[src/rtl/sem_pkg.sv]
package sem_pkg;

  typedef enum logic [1:0] {
    OWN_FREE  = 2'd0,
    OWN_LEFT  = 2'd1,
    OWN_RIGHT = 2'd2
  } ownerState_t;

  typedef struct packed {
    logic take;
    logic drop;
    logic look;
  } portStb_t;

endpackage

[src/rtl/sem_ctrl.sv]
module sem_ctrl (
  input  logic              lMemSel,
  input  logic              lSemSel,
  input  logic              lWrEn,
  input  logic              lBit,
  input  logic              rMemSel,
  input  logic              rSemSel,
  input  logic              rWrEn,
  input  logic              rBit,
  output sem_pkg::portStb_t lStb,
  output sem_pkg::portStb_t rStb
);

  localparam int PORTS = 2;

  logic [PORTS-1:0] memSel, semSel, wrEn, wrBit;
  sem_pkg::portStb_t stb [PORTS];

  assign memSel = {rMemSel, lMemSel};
  assign semSel = {rSemSel, lSemSel};
  assign wrEn   = {rWrEn, lWrEn};
  assign wrBit  = {rBit, lBit};

  for (genvar p = 0; p < PORTS; p++) begin : g_port
    logic active;
    assign active      = semSel[p] & ~memSel[p];
    assign stb[p].take = active & wrEn[p] & ~wrBit[p];
    assign stb[p].drop = active & wrEn[p] & wrBit[p];
    assign stb[p].look = active & ~wrEn[p];
  end

  assign lStb = stb[0];
  assign rStb = stb[1];

endmodule

[src/rtl/sem_flags.sv]
module sem_flags #(
  parameter int NUM_SEMS = 8,
  parameter int IDX_W    = 3,
  parameter int DATA_W   = 16
) (
  input  logic                  clk,
  input  logic                  rst_n,
  input  sem_pkg::portStb_t     lStb,
  input  sem_pkg::portStb_t     rStb,
  input  logic [IDX_W-1:0]      lIdx,
  input  logic [IDX_W-1:0]      rIdx,
  output logic [DATA_W-1:0]     lRdData,
  output logic [DATA_W-1:0]     rRdData,
  output logic [2*NUM_SEMS-1:0] ownerFlat
);
  import sem_pkg::*;

  for (genvar g = 0; g < NUM_SEMS; g++) begin : g_flag
    ownerState_t ownQ, ownD;
    logic pendLQ, pendRQ, pendLD, pendRD;
    logic lTake, lDrop, rTake, rDrop;
    logic pendL, pendR;

    assign lTake = lStb.take & (lIdx == IDX_W'(g));
    assign lDrop = lStb.drop & (lIdx == IDX_W'(g));
    assign rTake = rStb.take & (rIdx == IDX_W'(g));
    assign rDrop = rStb.drop & (rIdx == IDX_W'(g));

    always_comb begin
      pendL  = lTake ? 1'b1 : (lDrop ? 1'b0 : pendLQ);
      pendR  = rTake ? 1'b1 : (rDrop ? 1'b0 : pendRQ);
      ownD   = ownQ;
      pendLD = 1'b0;
      pendRD = 1'b0;
      case (ownQ)
        OWN_FREE: begin
          if (lTake) begin
            ownD   = OWN_LEFT;
            pendRD = rTake;
          end else if (rTake) begin
            ownD = OWN_RIGHT;
          end
        end
        OWN_LEFT: begin
          if (lDrop) ownD = pendR ? OWN_RIGHT : OWN_FREE;
          else       pendRD = pendR;
        end
        OWN_RIGHT: begin
          if (rDrop) ownD = pendL ? OWN_LEFT : OWN_FREE;
          else       pendLD = pendL;
        end
        default: ownD = OWN_FREE;
      endcase
    end

    always_ff @(posedge clk or negedge rst_n) begin
      if (!rst_n) begin
        ownQ   <= OWN_FREE;
        pendLQ <= 1'b0;
        pendRQ <= 1'b0;
      end else begin
        ownQ   <= ownD;
        pendLQ <= pendLD;
        pendRQ <= pendRD;
      end
    end

    assign ownerFlat[2*g +: 2] = ownQ;
  end

  ownerState_t lSeen, rSeen;

  always_comb begin
    lSeen = OWN_FREE;
    rSeen = OWN_FREE;
    for (int i = 0; i < NUM_SEMS; i++) begin
      if (lIdx == IDX_W'(i)) lSeen = ownerState_t'(ownerFlat[2*i +: 2]);
      if (rIdx == IDX_W'(i)) rSeen = ownerState_t'(ownerFlat[2*i +: 2]);
    end
  end

  assign lRdData = lStb.look ? {DATA_W{lSeen != OWN_LEFT}}  : '0;
  assign rRdData = rStb.look ? {DATA_W{rSeen != OWN_RIGHT}} : '0;

endmodule

[src/rtl/dual_sem_unit.sv]
module dual_sem_unit #(
  parameter int NUM_SEMS = 8,
  parameter int DATA_W   = 16,
  localparam int IDX_W   = $clog2(NUM_SEMS)
) (
  input  logic              clk,
  input  logic              rst_n,
  input  logic              lMemSel,
  input  logic              lSemSel,
  input  logic              lWrEn,
  input  logic [IDX_W-1:0]  lIdx,
  input  logic [DATA_W-1:0] lWrData,
  output logic [DATA_W-1:0] lRdData,
  input  logic              rMemSel,
  input  logic              rSemSel,
  input  logic              rWrEn,
  input  logic [IDX_W-1:0]  rIdx,
  input  logic [DATA_W-1:0] rWrData,
  output logic [DATA_W-1:0] rRdData
);

  sem_pkg::portStb_t lStb, rStb;
  logic [2*NUM_SEMS-1:0] ownerFlat;
  logic unusedHighBits;

  assign unusedHighBits = ^{lWrData[DATA_W-1:1], rWrData[DATA_W-1:1]};

  sem_ctrl i_ctrl (
    .lMemSel (lMemSel),
    .lSemSel (lSemSel),
    .lWrEn   (lWrEn),
    .lBit    (lWrData[0]),
    .rMemSel (rMemSel),
    .rSemSel (rSemSel),
    .rWrEn   (rWrEn),
    .rBit    (rWrData[0]),
    .lStb    (lStb),
    .rStb    (rStb)
  );

  sem_flags #(
    .NUM_SEMS (NUM_SEMS),
    .IDX_W    (IDX_W),
    .DATA_W   (DATA_W)
  ) i_flags (
    .clk       (clk),
    .rst_n     (rst_n),
    .lStb      (lStb),
    .rStb      (rStb),
    .lIdx      (lIdx),
    .rIdx      (rIdx),
    .lRdData   (lRdData),
    .rRdData   (rRdData),
    .ownerFlat (ownerFlat)
  );

endmodule

[config.mk]
export PLATFORM = sky130hd
export DESIGN_NAME = dual_sem_unit
export DESIGN_NICKNAME = d
export VERILOG_FILES = /design/src/rtl/sem_pkg.sv /design/src/rtl/sem_ctrl.sv /design/src/rtl/sem_flags.sv /design/src/rtl/dual_sem_unit.sv
export SDC_FILE = /design/constraint.sdc
export NUM_CORES = 1
export LEC_CHECK = 0
export BUFFER_PORTS_ARGS = -buffer_cell sky130_fd_sc_hd__buf_2
export CORE_UTILIZATION = 50
export CTS_CLUSTER_DIAMETER = 60
export DETAILED_ROUTE_END_ITERATION = 8
export PLACE_DENSITY = 0.78
export SLEW_MARGIN = 5
export SYNTH_ARGS = -nofsm -noshare
export SYNTH_HDL_FRONTEND = slang
export SYNTH_SLANG_ARGS = --single-unit
[constraint.sdc]
create_clock -name clk -period 4.9 [get_ports clk]
set_input_delay 0.245 -clock clk [delete_from_list [all_inputs] [get_ports clk]]
set_output_delay 0.245 -clock clk [all_outputs]
set_load 0.005 [all_outputs]
# After elaboration in Yosys (flattened, before gate mapping)
# Index checks and enable logic that the tools add are counted.
# word_totals
ff_bits	32
in_bits	46
elab_cells	292
output_inout_bits	32
# classes
n_eq_ne	56
n_bitwise	48
reduce_logical	18
mux	146
# op_table
operator	count
$mux 2	56
$mux 1	72
$pmux 2 s3	8
$and 1x1->1	42
$ne 2x1->1 const B	17
$mux 16	2
$eq 3x3->1 const B	8
$ne 3x1->1 const B	8
$reduce_and 3->1	8
$eq 2x1->1 const B	8
$eq 2x2->1 const B	8
$logic_not 2->1	8
$pmux 1 s2	8
$eq 3x2->1 const B	4
$eq 3x1->1 const B	2
$logic_not 3->1	2
$not 1->1	6
$ne 2x2->1 const B	1

# Logic depth before layout (Yosys ltp)
# Gate-level depths: netlist of run 1.
# logic_depth
word_depth	11
mapped_depth	6
ltp_nobuf	4

# Modules after synthesis
# A second synthesis of run 1 with hierarchy kept.
# unflattened
hier_cells	278
hier_area_um2	2407.3
# by_module_without_submodules
module	cells_per_inst	n_inst	area_each_um2
sem_flags	272	1	2346.0
sem_ctrl	6	1	61.3

# Worst setup path before layout of run 1
# OpenSTA, ideal clock, no wires.
# synth_timing
path_kind	input port to output port
from	in rWrEn
to	out rRdData[10]
cell_stages	4
slack_ns	2.436
path_buffers	1
t_arrival_ns	2.219
cell_sequence	or3b_2 > a221o_1 > a211oi_1 > buf_4
# synth_between
elab_chain_cells	3
# synth_lines
element	line	text
start: declaration	dual_sem_unit.sv:16	input logic rWrEn,
$not 1->1	sem_ctrl.sv:29	assign stb[p].look = active & ~wrEn[p];
$and 1x1->1	sem_ctrl.sv:29	
$mux 16	sem_flags.sv:83	assign rRdData = rStb.look ? {DATA_W{rSeen != OWN_RIGHT}} : '0;
end: declaration	dual_sem_unit.sv:19	output logic [DATA_W-1:0] rRdData
# Every way passes these cells.

# Final worst setup path of run 1
# layout_timing
from	reg i_flags.g_flag[0].ownQ[1]
to	out rRdData[8]
# layout_between
elab_chain_cells	10
# layout_lines
element	line	text
start: declaration	sem_flags.sv:19	ownerState_t ownQ, ownD;
start signal: assignment	sem_flags.sv:62	ownQ <= ownD;
$mux 2 (8 in series)	sem_flags.sv:78	if (rIdx == IDX_W'(i)) rSeen = ownerState_t'(ownerFlat[2*i +: 2]);
$ne 2x2->1	sem_flags.sv:83	
$mux 16	sem_flags.sv:83	
# Every way passes these cells.

==> results.py, run 1 <==
metrics = {
    "clock_network": {
        "clk_pin_slew_ns": 0.07,
        "cts_max_level": 2,
        "clk_latency_ns": 0.29,
        "cts_tree": "done",
        "cts-root-buf": "clkbuf_8",
        "holdBufCountCts": 0,
        "clk_path_buf_depth": 2,
        "cts_sinks": 32,
        "cts_inserted_buffers": 5,
        "cts_resized": 0,
        "post_cts_buffers": 0,
    },
    "critical_path": {
        "r2r_end": "i_flags.g_flag[1].ownQ[1]",
        "timing.critical_path.arrival_ns": 2.23,
        "crit_slowest_cell": "a211oi_2",
        "path_max_fanout": 16,
        "path_buf_inv": 1,
        "worstReg2RegStart": "i_flags.g_flag[1].ownQ[1]",
        "setup.worst_path.end": "rRdData[8]",
        "crit_type": "reg2out",
        "cp_top_family": "compound AO/OA/AOI/OAI gates",
        "ff2ff_path_depth": 4,
        "cp_num_cells": 5,
        "critPathLaunchType": "flop",
        "crit_start": "i_flags.g_flag[0].ownQ[1]",
        "max_stage_delay_ns": 0.62,
        "path_cells": "nor3b_1, a311oi_1, a211oi_1, a211oi_2, buf_2",
        "reg2reg_slack_ns": 3.45,
        "critPathCaptureType": "output port",
        "worstPathRequired_ns": 4.66,
    },
    "finish": {
        "seq_area_um2": 801,
        "syn_to_final_growth_pct": 4.63,
        "final_util_pct": 55.7,
        "multi_input_area_mm2": 0.00145,
        "fillers": 475,
        "drive_above_1_share_pct": 20.7,
        "nets": 359,
        "antenna_cells": 0,
    },
    "synthesis": {
        "synth_common_cells": "dfrtp_1 (32), buf_4 (31), nor2_1 (26)",
        "synth_area_leaders": "dfrtp_1 (31%), buf_4 (9.1%), nor2_1 (3.8%), a21oi_1 (3.3%), o32ai_1 (3.1%)",
        "syn_avg_cell_area_um2": 8.47,
        "synth-edff-count": 0,
        "synth_area_leader_cell": "dfrtp_1",
        "synth_nets": 349,
        "syn-instance-count": 303,
        "synthFlopType": "dfrtp_1",
        "yosysMostFrequentCell": "dfrtp_1",
        "synth-async-reset-ratio_pct": 100,
        "synth_top_cell_area_share_pct": 31.2,
        "ys_ff_latch": 32,
        "ys_types": 57,
        "syn-cell-area_mm2": 0.00257,
        "yosysWarningCount": 0,
        "ys_seq_area_share_pct": 31.2,
    },
    "worst_hold_path": {
        "min_path_type": "in2async",
    },
    "drt": {
        "avgViaCountPerCell": 6.07,
        "wl_mm": 5.98,
        "drt-initial-drc-count": 163,
        "vias": 2313,
        "drc": 0,
        "wl_per_cell_um": 15.7,
        "ant_nets": 0,
        "first_pass_iters": 4,
    },
    "timing": {
        "hold_violations": 0,
        "maxSlewViolCount": 0,
        "fin_crit_sh_pct": 50.6,
        "skew_ns": 0.00340,
        "worst_slew_pin_slew_ns": 0.747,
        "layout_min_cycle_time_ns": 2.48,
        "setup_viol": 0,
        "max_freq_mhz": 404,
        "maxSlewHeadroom_pct": 50.2,
        "finalSetupTns_ns": 0,
        "rsz0062_at_grt": "no",
    },
    "global_route": {
        "antenna_found_initial": 0,
        "met2_usage_pct": 40.9,
        "grt_use_met1_pct": 30.2,
        "grt_pass1_vias": 2198,
        "grt_pass1_wl_mm": 9.91,
        "grt_remaining_overflow": 0,
        "grt_max_degree": 33,
        "grtUsageMet3_pct": 4.12,
        "track_usage_pct": 23.8,
        "grt.busiest_layer": "met2",
    },
    "placed_design": {
        "port_buffers": 47,
        "hpwl_mm": 4.31,
        "routabilityCongestion": 0.902,
    },
    "floorplan": {
        "initial_utilization_pct": 53.3,
        "rows": 25,
        "die_area_mm2": 0.00542,
        "design.core.area_mm2": 0.00482,
        "ios": 78,
        "die_w_um": 73.6,
        "fp.dieH_um": 73.6,
    },
    "power_and_ir_drop": {
        "worst_ir_drop_vdd_mv": 0.221,
        "leakage_nw": 1.14,
        "power_density_mw_per_mm2": 312,
    },
    "run_status": {
        "status": "finished, final reports clean",
    },
    "run": {
        "max_cap_violations": 0,
    },
}
## sequential cells by signal (all words and copies together), names as in the netlist
| signal | count |
|---|---|
| i_flags.g_flag.pendLQ | 8 |
| i_flags.g_flag.pendRQ | 8 |
| i_flags.g_flag.ownQ | 16 |
## per-layer routing
| metal | routed length [um] | share of wire (%) |
|---|---|---|
| met1 | 2660 | 45 |
| met2 | 2960 | 50 |
| met3 | 242 | 4.0 |
| met4 | 114 | 1.9 |
| met5 | 0 | 0 |
## worst reg2reg max path: stages (launching register included)
cell,delay [ns]
dfrtp_1,0.47
nand2b_1,0.25
a211oi_1,0.26
a311oi_1,0.09
a211oi_1,0.28
## power by group
group	switching [mW]	leakage [nW]	total [mW]	internal, mW
registers	0.0612	0.439	0.363	0.302
clock network	0.0999	0.0455	0.214	0.115
logic	0.140	0.660	0.259	0.119
## worst min path at each step
stage                                end   from  cells after the start  slack, ns
2_1_floorplan  i_flags.g_flag[0].ownQ[0]  rst_n                      0      -0.05
3_3_place_gp   i_flags.g_flag[3].ownQ[0]  rst_n                      1       0.36
3_5_place_dp    i_flags.g_flag[2].pendRQ  rst_n                      1       0.35
4_1_cts         i_flags.g_flag[5].pendLQ  rst_n                      1       0.05
5_1_grt         i_flags.g_flag[2].pendRQ  rst_n                      1       0.09
6_report       i_flags.g_flag[3].ownQ[1]  rst_n                      1      0.007
## logic make-up (layout without fill, tap and decap cells)
group / count (synthesis) / in the layout / synth area share [%]
DFF: 32 / 32 / 31.2
buffers and inverters: 52 / 63 / 12.7
muxes: 7 / 7 / 2.78
AOI/OAI and AO/OA: 88 / 88 / 23.9
and+or+nand+nor: 124 / 124 / 29.4
## through the flow
step | area, um2 | hold slack [ns] | power, mW | std cells | worst slack [ns]
after CTS | 2680 | 0.0503 | 0.835 | 381 | 2.03
after global routing | 2690 | 0.0923 | 0.889 | 381 | 2.25
after detailed placement | 2590 | 0.355 | 0.622 | 373 | 2.21
after floorplan | 2570 | -0.0506 | 0.567 | 303 | 2.44
after global placement | 2590 | 0.357 | 0.614 | 373 | 2.30
final | 2690 | 0.00654 | 0.836 | 381 | 2.42
## layout make-up
type                            instances  share of cell area, %
Sequential cell                        32                   29.8
Timing Repair Buffer                   47                   8.76
Tap cell                               67                   3.12
Clock buffer                            8                   3.36
Multi-Input combinational cell        219                   53.8
Inverter                                8                   1.12
## layout by cell type, fill, tap and decap left out, types with 10 or more instances in the layout
| cell type | Yosys | routed |
|---|---|---|
| nor2b_1 | 10 | 10 |
| nand3_1 | 12 | 12 |
| dfrtp_1 | 32 | 32 |
| a21oi_1 | 17 | 17 |
| nand2b_1 | 12 | 12 |
| buf_2 | 10 | 47 |
| a31oi_1 | 12 | 12 |
| nand2_1 | 14 | 14 |
| nor2_1 | 26 | 26 |
No activity file was read; power rests on OpenSTA's default activity.
==> inputs of run 2 (changes only) <==
--- a/config.mk
+++ b/config.mk
@@ -6,10 +6,10 @@
 export NUM_CORES = 1
 export LEC_CHECK = 0
 export BUFFER_PORTS_ARGS = -buffer_cell sky130_fd_sc_hd__buf_2
-export CORE_UTILIZATION = 50
+export CORE_UTILIZATION = 47
 export CTS_CLUSTER_DIAMETER = 60
 export DETAILED_ROUTE_END_ITERATION = 8
-export PLACE_DENSITY = 0.78
+export PLACE_DENSITY = 0.77
 export SLEW_MARGIN = 5
 export SYNTH_ARGS = -nofsm -noshare
 export SYNTH_HDL_FRONTEND = slang
==> constraint.sdc (replaced) <==
create_clock -name clk -period 2.1 [get_ports clk]
set_input_delay 0.105 -clock clk [delete_from_list [all_inputs] [get_ports clk]]
set_output_delay 0.105 -clock clk [all_outputs]
set_load 0.005 [all_outputs]
==> results.py, run 2 (synthesized netlist as in run 1, its figures left out) <==
metrics = {
    "timing": {
        "finalSetupTns_ns": 0,
        "maxSlewViolCount": 0,
        "setup_viol": 0,
        "max_freq_mhz": 498,
        "skew_ns": 0.00705,
        "hold_violations": 0,
        "rsz0062_at_grt": "no",
        "fin_crit_sh_pct": 95.6,
        "maxSlewHeadroom_pct": 51.2,
        "setup_ws_ns": 0.0932,
        "worst_slew_pin_slew_ns": 0.732,
        "layout_min_cycle_time_ns": 2.01,
    },
    "placed_design": {
        "dp_slack_ns": 0.153,
        "dp.cells": 380,
        "routabilityCongestion": 0.848,
        "port_buffers": 47,
        "hpwl_mm": 4.27,
    },
    "worst_hold_path": {
        "hold_start": "rMemSel",
        "min_path_type": "in2reg",
        "hold_path_depth": 3,
        "hold_end": "i_flags.g_flag[7].ownQ[0]",
    },
    "critical_path": {
        "crit_slowest_cell": "dfrtp_2",
        "critPathCaptureType": "output port",
        "r2r_end": "i_flags.g_flag[0].ownQ[1]",
        "worstPathRequired_ns": 2.00,
        "path_buf_inv": 1,
        "path_cells": "nor2b_2, mux2_4, a221oi_4, o21a_4, buf_2",
        "cp_top_family": "compound AO/OA/AOI/OAI gates",
        "max_stage_delay_ns": 0.44,
        "reg2reg_slack_ns": 0.75,
        "ff2ff_path_depth": 4,
        "worstReg2RegStart": "i_flags.g_flag[0].ownQ[1]",
        "timing.critical_path.arrival_ns": 1.90,
        "critPathLaunchType": "flop",
        "path_max_fanout": 8,
        "crit_type": "reg2out",
    },
    "finish": {
        "drive_above_1_share_pct": 23.4,
        "layoutNonFillerInstCount": 390,
        "top_regs": "i_flags.g_flag.ownQ: 16 flops, i_flags.g_flag.pendLQ: 8 flops, i_flags.g_flag.pendRQ: 8 flops",
        "antenna_cells": 0,
        "fillers": 471,
        "final_cell_mix": "buf_2 (47), dfrtp_1 (31), nor2_1 (26), a21oi_1 (17), nand2_1 (14)",
        "final_util_pct": 53.8,
        "layout_commonest_cell": "buf_2",
        "top_register": "i_flags.g_flag.ownQ",
        "largest_reg_flops": 16,
        "syn_to_final_growth_pct": 8.48,
        "nets": 365,
    },
    "clock_network": {
        "cts-root-buf": "clkbuf_8",
        "cts_sinks": 32,
        "clk_latency_ns": 0.28,
        "clk_path_buf_depth": 2,
        "cts_inserted_buffers": 5,
        "cts_tree": "done",
        "cts_max_level": 2,
        "clk_pin_slew_ns": 0.07,
    },
    "power_and_ir_drop": {
        "leakage_nw": 1.18,
        "power_density_mw_per_mm2": 709,
        "worst_ir_drop_vdd_mv": 0.363,
        "p_total_mw": 1.97,
    },
    "floorplan": {
        "rows": 26,
        "design.core.area_mm2": 0.00517,
        "initial_utilization_pct": 49.6,
        "ios": 78,
        "fp.dieH_um": 75.9,
        "die_w_um": 75.9,
        "die_area_mm2": 0.00576,
    },
    "run_status": {
        "status": "finished, final reports clean",
    },
    "global_route": {
        "grt_remaining_overflow": 0,
        "grt_pass1_vias": 2138,
        "grt_max_degree": 33,
        "track_usage_pct": 22.1,
        "antenna_found_initial": 0,
        "grt_pass1_wl_mm": 9.60,
    },
    "drt": {
        "drt-initial-drc-count": 104,
        "ant_nets": 0,
        "first_pass_iters": 4,
        "vias": 2325,
        "avgViaCountPerCell": 5.96,
        "drc": 0,
        "wl_per_cell_um": 15.5,
        "wl_mm": 6.03,
    },
    "run": {
        "max_cap_violations": 0,
    },
}
-- run 2: final cells by class --
cell class / count / area [um2] / share of cell area (%)
Sequential cell: 32 / 802 / 28.8
Multi-Input combinational cell: 220 / 1500 / 53.8
Timing Repair Buffer: 52 / 275 / 9.89
Inverter: 8 / 30.0 / 1.08
Tap cell: 70 / 87.6 / 3.15
Clock buffer: 8 / 90.1 / 3.24
-- run 2: timing repair --
action                     CTS  global route
pin swaps                    0             2
setup buffers                0             0
gates resized for setup      3             9
gates cloned                 1             0
hold endpoints to repair    32             0
hold buffers                 1             0
setup endpoints to repair   16            32
-- run 2: metal layers --
layer | global-route usage, % | up-vias | wire length, um | part of all wire [%]
li1 | - | 1143 | - | -
met5 | 0 | - | 0 | 0
met1 | 27.3 | 1102 | 2690 | 45
met2 | 36.0 | 64 | 2920 | 48
met4 | 10.9 | 0 | 153 | 2.5
met3 | 5.16 | 16 | 268 | 4.4
-- run 2: metrics by stage --
step / instance area [um2] / hold WS (ns)
after floorplan: 2570 / -0.191
after global placement: 2630 / 0.205
after detailed placement: 2630 / 0.214
after CTS: 2760 / 0.255
after global routing: 2780 / 0.263
final: 2780 / 0.262
-- run 2: worst register-to-register path, cell delays in order, from the launching register on --
cell and delay (ns):
dfrtp_1 0.46, nand2b_1 0.23, a211oi_1 0.23, a311oi_1 0.08, a211oi_1 0.26
-- run 2: worst max-delay path by stage --
stage	from	end	slack [ns]	depth (start not counted)
floorplan	i_flags.g_flag[5].ownQ[0]	rRdData[10]	0.22	5
global placement	i_flags.g_flag[2].ownQ[0]	lRdData[0]	0.21	5
detailed placement	i_flags.g_flag[3].ownQ[0]	lRdData[4]	0.15	5
CTS	i_flags.g_flag[2].ownQ[0]	lRdData[12]	0.02	5
global route	i_flags.g_flag[3].ownQ[0]	lRdData[12]	0.02	5
finish	i_flags.g_flag[3].ownQ[0]	lRdData[7]	0.09	5
-- run 2: where the power goes --
| group | internal [mW] | switching (mW) | total (mW) | leakage [nW] |
|---|---|---|---|---|
| Combinational | 0.294 | 0.331 | 0.624 | 0.697 |
| Clock | 0.268 | 0.230 | 0.498 | 0.0455 |
| Sequential | 0.705 | 0.146 | 0.851 | 0.438 |
